$ cat src/rtl/parity_mon_pkg.sv
package parity_mon_pkg;
  localparam int DATA_W = 8;
  localparam logic [1:0] CLR_PORT_SEL = 2'b10;
endpackage

$ cat src/rtl/parity_gen.sv
module parity_gen #(
  parameter int W = 8
) (
  input  logic [W-1:0] data,
  output logic         par
);
  always_comb par = ^data;
endmodule

$ cat src/rtl/err_latch.sv
module err_latch #(
  parameter int ADDR_W = 16
) (
  input  logic              clk,
  input  logic              rst,
  input  logic              err_hit,
  input  logic              clr_hit,
  input  logic [ADDR_W-1:0] hit_addr,
  output logic              flag,
  output logic [ADDR_W-1:0] cap_addr
);
  always_ff @(posedge clk) begin
    if (rst) begin
      flag     <= 1'b0;
      cap_addr <= '0;
    end else begin
      if (err_hit)      flag <= 1'b1;
      else if (clr_hit) flag <= 1'b0;
      if (err_hit && !flag) cap_addr <= hit_addr;
    end
  end

  AST_SET_ON_ERR: assert property (@(posedge clk) disable iff (rst)
    err_hit |=> flag);
  AST_HOLD: assert property (@(posedge clk) disable iff (rst)
    (flag && !clr_hit) |=> flag);
  AST_NO_SPUR: assert property (@(posedge clk) disable iff (rst)
    (!flag && !err_hit) |=> !flag);
  AST_CLR_DROP: assert property (@(posedge clk) disable iff (rst)
    (clr_hit && !err_hit) |=> !flag);
  AST_ERR_WINS: assert property (@(posedge clk) disable iff (rst)
    (clr_hit && err_hit) |=> flag);
  AST_ADDR_FROZEN: assert property (@(posedge clk) disable iff (rst)
    flag |=> $stable(cap_addr));
endmodule

$ cat src/rtl/err_route.sv
module err_route (
  input  logic clk,
  input  logic rst,
  input  logic flag,
  input  logic nmi_en,
  input  logic bus_en,
  output logic led,
  output logic nmi_n,
  output logic bus_n
);
  always_comb begin
    led   = flag;
    nmi_n = ~(flag & nmi_en);
    bus_n = ~(flag & bus_en);
  end

  AST_LED: assert property (@(posedge clk) disable iff (rst) led == flag);
  AST_NMI: assert property (@(posedge clk) disable iff (rst)
    !nmi_n |-> (flag && nmi_en));
  AST_BUS: assert property (@(posedge clk) disable iff (rst)
    !bus_n |-> (flag && bus_en));
endmodule

$ cat src/rtl/parity_err_monitor.sv
module parity_err_monitor
  import parity_mon_pkg::*;
#(
  parameter int ADDR_W = 16
) (
  input  logic              clk,
  input  logic              rst,
  input  logic              wr_en,
  input  logic [7:0]        wr_data,
  output logic              wr_par,
  input  logic              rd_en,
  input  logic [7:0]        rd_data,
  input  logic              rd_par,
  input  logic [ADDR_W-1:0] rd_addr,
  input  logic              io_wr,
  input  logic [7:0]        io_addr,
  input  logic              nmi_route,
  input  logic              err_route,
  output logic              err_flag,
  output logic              err_led,
  output logic              nmi_n,
  output logic              buserr_n,
  output logic [ADDR_W-1:0] err_addr
);
  logic rd_calc, err_hit, clr_hit, wr_unused;

  parity_gen #(.W(DATA_W)) u_wgen (.data(wr_data), .par(wr_par));
  parity_gen #(.W(DATA_W)) u_rgen (.data(rd_data), .par(rd_calc));

  assign wr_unused = wr_en;
  assign err_hit   = rd_en && (rd_calc != rd_par);
  assign clr_hit   = io_wr && (io_addr[1:0] == CLR_PORT_SEL);

  err_latch #(.ADDR_W(ADDR_W)) u_latch (
    .clk(clk), .rst(rst), .err_hit(err_hit), .clr_hit(clr_hit),
    .hit_addr(rd_addr), .flag(err_flag), .cap_addr(err_addr));

  err_route u_route (
    .clk(clk), .rst(rst), .flag(err_flag), .nmi_en(nmi_route),
    .bus_en(err_route), .led(err_led), .nmi_n(nmi_n), .bus_n(buserr_n));

  AST_RESET_CLEAR: assert property (@(posedge clk)
    rst |=> (!err_flag && nmi_n && buserr_n));
endmodule

$ cat config.mk
export PLATFORM = sky130hd
export DESIGN_NAME = parity_err_monitor
export DESIGN_NICKNAME = d
export VERILOG_FILES = /design/src/rtl/parity_mon_pkg.sv /design/src/rtl/parity_gen.sv /design/src/rtl/err_latch.sv /design/src/rtl/err_route.sv /design/src/rtl/parity_err_monitor.sv
export SDC_FILE = /design/constraint.sdc
export NUM_CORES = 1
export LEC_CHECK = 0
export BUFFER_PORTS_ARGS = -buffer_cell sky130_fd_sc_hd__buf_2
export CAP_MARGIN = 30
export CORE_MARGIN = 5
export CORE_UTILIZATION = 45
export CTS_BUF_LIST = sky130_fd_sc_hd__clkbuf_4
export DETAILED_ROUTE_END_ITERATION = 10
export GPL_TIMING_DRIVEN = 0
export PLACE_DENSITY_LB_ADDON = 0.15
export SYNTH_ARGS = -nofsm -noshare
export SYNTH_HDL_FRONTEND = slang
export SYNTH_SLANG_ARGS = --single-unit
$ cat constraint.sdc
create_clock -name clk -period 5.7 [get_ports clk]
set_input_delay 0.855 -clock clk [delete_from_list [all_inputs] [get_ports clk]]
set_output_delay 0.855 -clock clk [all_outputs]
set_load 0.02 [all_outputs]
After elaboration in Yosys (flattened, before gate mapping)
Cells that the tools add are included.
{"block": "op_classes", "reduce_logical": 7, "eq_ne": 2, "mux": 2, "bitwise": 4}
{"op": "parity 8 bit", "count": 2}
{"op": "logical AND 1 bit", "count": 3}
{"op": "bitwise AND 1 bit", "count": 2}
{"op": "== test 2 bit, second input constant", "count": 1}
{"op": "two-way mux 1 bit", "count": 2}
{"op": "NOT 1 bit", "count": 2}
{"op": "nonzero test 2 bit", "count": 1}
{"op": "logical NOT 1 bit", "count": 1}
{"op": "inequality test 1 bit", "count": 1}
{"block": "word_totals", "register_bits": 17, "input_bits": 48, "output_inout_bits": 21, "word_cells": 17}

Depth between registers and ports, before layout
{"block": "depth", "word_depth": 4, "depth_mapped": 5, "mapped_depth_nobuf": 4}

Cells and area by module
From an unflattened synthesis, not the netlist that was laid out.
{"block": "hier_totals", "cells_unflattened": 96, "area_unflattened_um2": 963.4}
{"module": "err_latch", "cells_per_inst": 75, "n_inst": 1, "area_per_inst_um2": 803.3, "seq_area_each_um2": 340.3}
{"module": "parity_gen", "cells_per_inst": 7, "n_inst": 2, "area_per_inst_um2": 61.3, "seq_area_each_um2": 0.0}
{"module": "parity_err_monitor", "cells_per_inst": 4, "n_inst": 1, "area_per_inst_um2": 22.5, "seq_area_each_um2": 0.0}
{"module": "err_route", "cells_per_inst": 3, "n_inst": 1, "area_per_inst_um2": 15.0, "seq_area_each_um2": 0.0}

Worst setup path after synthesis
OpenSTA, ideal clock, no wires.
{"block": "synth_path", "path_type": "input to register", "from": "input port rd_par", "to": "register u_latch.cap_addr[0]", "path_buffers": 1, "t_arrival_ns": 2.354, "stages": 5, "setup_time_ns": 0.072, "setup_slack_ns": 3.275, "t_required_ns": 5.628, "cell_sequence": "xor3_1 -> or3b_4 -> mux2i_4 -> buf_12 -> mux2i_1"}
{"block": "synth_between", "elab_chain_cells": 3}
{"element": "start, declared", "line": "parity_err_monitor.sv:13", "text": "input logic rd_par,"}
{"element": "inequality test 1 bit", "line": "parity_err_monitor.sv:31", "text": "assign err_hit = rd_en && (rd_calc != rd_par);"}
{"element": "logical AND 1 bit", "line": "parity_err_monitor.sv:31"}
{"element": "logical AND 1 bit", "line": "err_latch.sv:19", "text": "if (err_hit && !flag) cap_addr <= hit_addr;"}
{"element": "end signal, assigned", "line": "err_latch.sv:19"}
{"element": "end, declared", "line": "err_latch.sv:10", "text": "output logic [ADDR_W-1:0] cap_addr"}
No other way between the ends.
A chain may end at the register's enable or synchronous reset.

Worst setup path in the final report
{"block": "layout_path", "from": "input port wr_data[7]", "to": "output port wr_par"}
{"block": "layout_between", "elab_chain_cells": 1}
{"element": "start, declared", "line": "parity_err_monitor.sv:9", "text": "input logic [7:0] wr_data,"}
{"element": "parity 8 bit", "line": "parity_gen.sv:7", "text": "always_comb par = ^data;"}
{"element": "end, declared", "line": "parity_err_monitor.sv:10", "text": "output logic wr_par,"}
No other way between the ends.

==> out/qor.csv <==
stage;metric;value;unit
run_status;outcome;complete, no violations;
drt;route.detailed.vias_per_inst;4.55;
sta;post-route-period-util;43.5;%
synth;main_combinational_cell_family_by_area_after_synthesis;simple AND/OR/NAND/NOR gates;
drt;vias;837;
clock_tree;clock_transition_time_at_the_flip_flop_clock_pins_of_the_worst_setup_and_hold_paths;0.09;ns
power_and_ir_drop;irDropWorstVdd;163;µV
sta;finClkSkew;0.00425;ns
final_layout;antenna_cells_inserted;0;
sta;timing_hold_violations_final;0;
run;cap_violations;0;
final_layout;postLayoutCellArea;1320;µm²
sta;setup_tns;0;ns
global_route;wire_length_of_the_first_global_routing_pass;3420;µm
synth;yosys_reg_bits;17;
final_layout;fraction_of_final_layout_cells_sized_beyond_drive_strength_1;43.9;%
synth;xor_xnor_fraction_of_synth_area;15.0;%
setup_path;worstSetupEndpointType;output pin;
setup_path;cell_family_contributing_the_most_delay_on_the_critical_path;XOR/XNOR gates;
synth;synth_sequential_area_ratio;35.7;%
global_route;gr-max-usage-layer;met2;
synth;synth_mux_area_share;19.2;%
power_and_ir_drop;fin_total_pwr;358;µW
synth;synth_cell_type_count;16;
die;std_cell_rows;16;
clock_tree;cts.path.max_buffers;2;
worst_hold_path;hp-class;reg -> reg;
synth;syn_inst;92;
synth;synth_compound_area_share;1.18;%
placed_design;detailed_place_hpwl;1700;µm
setup_path;worst_ep_required_time;4.85;ns
drt;remaining_drc_errors;0;
drt;dr.pass1.iters;4;
setup_path;critical-path-max-stage-delay;0.20;ns
clock_tree;cts-htree-levels;1;
clock_tree;clkLatencyLatePin;0.28;ns
placed_design;io_buffers;61;
synth;summed_instance_area_of_the_synthesized_netlist;952;µm²
placed_design;global_placement_routability_congestion;0.734;
placed_design;dpl_cell_area;1290;µm²
die;floorplan.die_area;3140;µm²
global_route;grt_use_total;13.2;%
global_route;first_global_vias;794;
sta;min_period;2.48;ns
clock_tree;cts_hold_buffers;0;
global_route;globalRouteMet2Util;21.4;%
drt;antenna_left;0;
global_route;grtUsageMet3;6.50;%
clock_tree;cts_made_buffers;3;
synth;postSynthNetCount;140;
setup_path;worstPathArrival;1.62;ns
final_layout;final_net_count;206;
sta;timing_max_transition_violations_final;0;
sta;rsz0062_at_grt;false;
die;fp.dieH;56;µm
die;start_util;48.0;%
final_layout;synthToLayoutAreaGrowth;38.5;%
global_route;grt_start_max_net_pins;11;
clock_tree;clock_sink_count;17;
setup_path;critical_path.max_fanout;1;
setup_path;critPathBufInv;2;
final_layout;layout.filler_cells;175;
sta;whs;0.472;ns
synth;warning_count_from_the_yosys_run;0;
global_route;grt_util_met1;15.1;%
clock_tree;postCtsResizedCells;0;
global_route;grt_overflow;0;
sta;max_slew.worst_pin.slew;0.416;ns
clock_tree;clock_tree.root_cell;clkbuf_4;
sta;max_freq;0.404;GHz
synth;syn_area_per_cell;10.3;µm²
drt;wire_per_inst;11.3;µm
clock_tree;cts_setup_buffers;0;
clock_tree;cts_tree;built;
setup_path;startpoint_type;input port;
power_and_ir_drop;cellPowerDensity;271;nW/µm²
drt;drt_iter0_drc;18;
setup_path;cpMaxStageDelayCell;xnor2_1;
die;horiz_die_dim;56;µm
sta;report.final.setup_viol;0;
sta;slew_headroom;71.7;%
drt;finalWirelength;2080;µm
die;core_region_area;1980;µm²
power_and_ir_drop;leakagePower;0.000631;µW
setup_path;timing.setup.critical_path_class;in -> out;
setup_path;worst_path_cell_chain;buf_2 > xor2_1 > xnor2_1 > xnor2_1 > buf_2;
synth;synth_simple_gate_area_share;24.8;%
synth;yosys.area_share.adder;0;%
final_layout;register_area;340;µm²
final_layout;multi_input_comb_area;573;µm²
global_route;grt_antenna_before_repair;0;
die;top_level_ports;69;
[metal layers]
metal | part of all wire [%] | vias up
met1 | 40 | 366
met2 | 45 | 44
li1 | - | 425
met5 | 0 | -
met4 | 0.58 | 0
met3 | 14 | 2
[cells in the mapped netlist]
cell       n  area share [%]
nand3b_1   1            0.79
nand2_1    3             1.2
o21ai_0    1            0.53
xor2_1     3             2.8
mux2i_1   16              17
clkbuf_1   3             1.2
mux2i_4    1             2.4
buf_12     1             2.1
xnor3_1    1             2.4
or3b_4     1             1.2
dfxtp_1   17              36
xor3_1     1             2.5
buf_4      1            0.79
o22ai_1    1            0.66
xnor2_1    8             7.4
nand2b_1  33              22
[where the power goes]
part           switching, µW  internal, µW  total (µW)
clock                   35.7          26.0        61.6
combinational           76.9          74.2         151
sequential              9.44           136         145
[worst register-to-register path, cell delays in order, from the launching register on]
cell,delay (ns)
dfxtp_1,0.37
or3b_4,0.40
mux2i_4,0.37
buf_12,0.20
mux2i_1,0.19
[per-stage QoR]
stage / instances / setup slack (ns) / util [%]
after detailed placement: 180 / 3.05 / 65.2
after CTS: 184 / 3.21 / 66.5
after global placement: 180 / 3.10 / 65.2
final: 184 / 3.22 / 66.5
after global routing: 184 / 3.18 / 66.5
after floorplan: 92 / 3.27 / -
[sequential cells by signal, indices dropped and copies added (netlist names)]
register / count
u_latch.cap_addr: 16
u_latch.flag: 1
[layout by cell type (no fill, tap or decap), types with 3 or more instances in the layout]
master    synthesis  layout
mux2i_1          16      16
clkbuf_4          0       3
dfxtp_1          17      17
buf_2             0      61
clkbuf_1          3       3
nand2b_1         33      33
xor2_1            3       3
nand2_1           3       3
xnor2_1           8       8
[worst paths after layout]
path | endpoint | startpoint | slack [ns] | cells after the start
setup / recovery | wr_par | wr_data[7] | 3.22 | 5
hold / removal | u_latch.cap_addr[6] | u_latch.cap_addr[6] | 0.47 | 2
setup reg to reg | u_latch.cap_addr[15] | u_latch.flag | 4.11 | 4
hold reg to reg | u_latch.cap_addr[6] | u_latch.cap_addr[6] | 0.47 | 2
[cell type report]
| class | count | area share (%) |
|---|---|---|
| buffer | 5 | 2.94 |
| multi-input combinational | 70 | 43.5 |
| clock inverter | 1 | 0.380 |
| tap | 27 | 2.56 |
| sequential | 17 | 25.8 |
| timing repair buffer | 61 | 23.2 |
| clock buffer | 3 | 1.71 |
[logic make-up (layout without fill, tap and decap cells)]
logic type,Yosys count,count (layout)
muxes,17,17
buffers and inverters,5,70
DFF,17,17
and+or+nand+nor,38,38
xor gates and xnor gates,13,13
AOI/OAI and AO/OA,2,2
(Power assumes the default switching activity.)
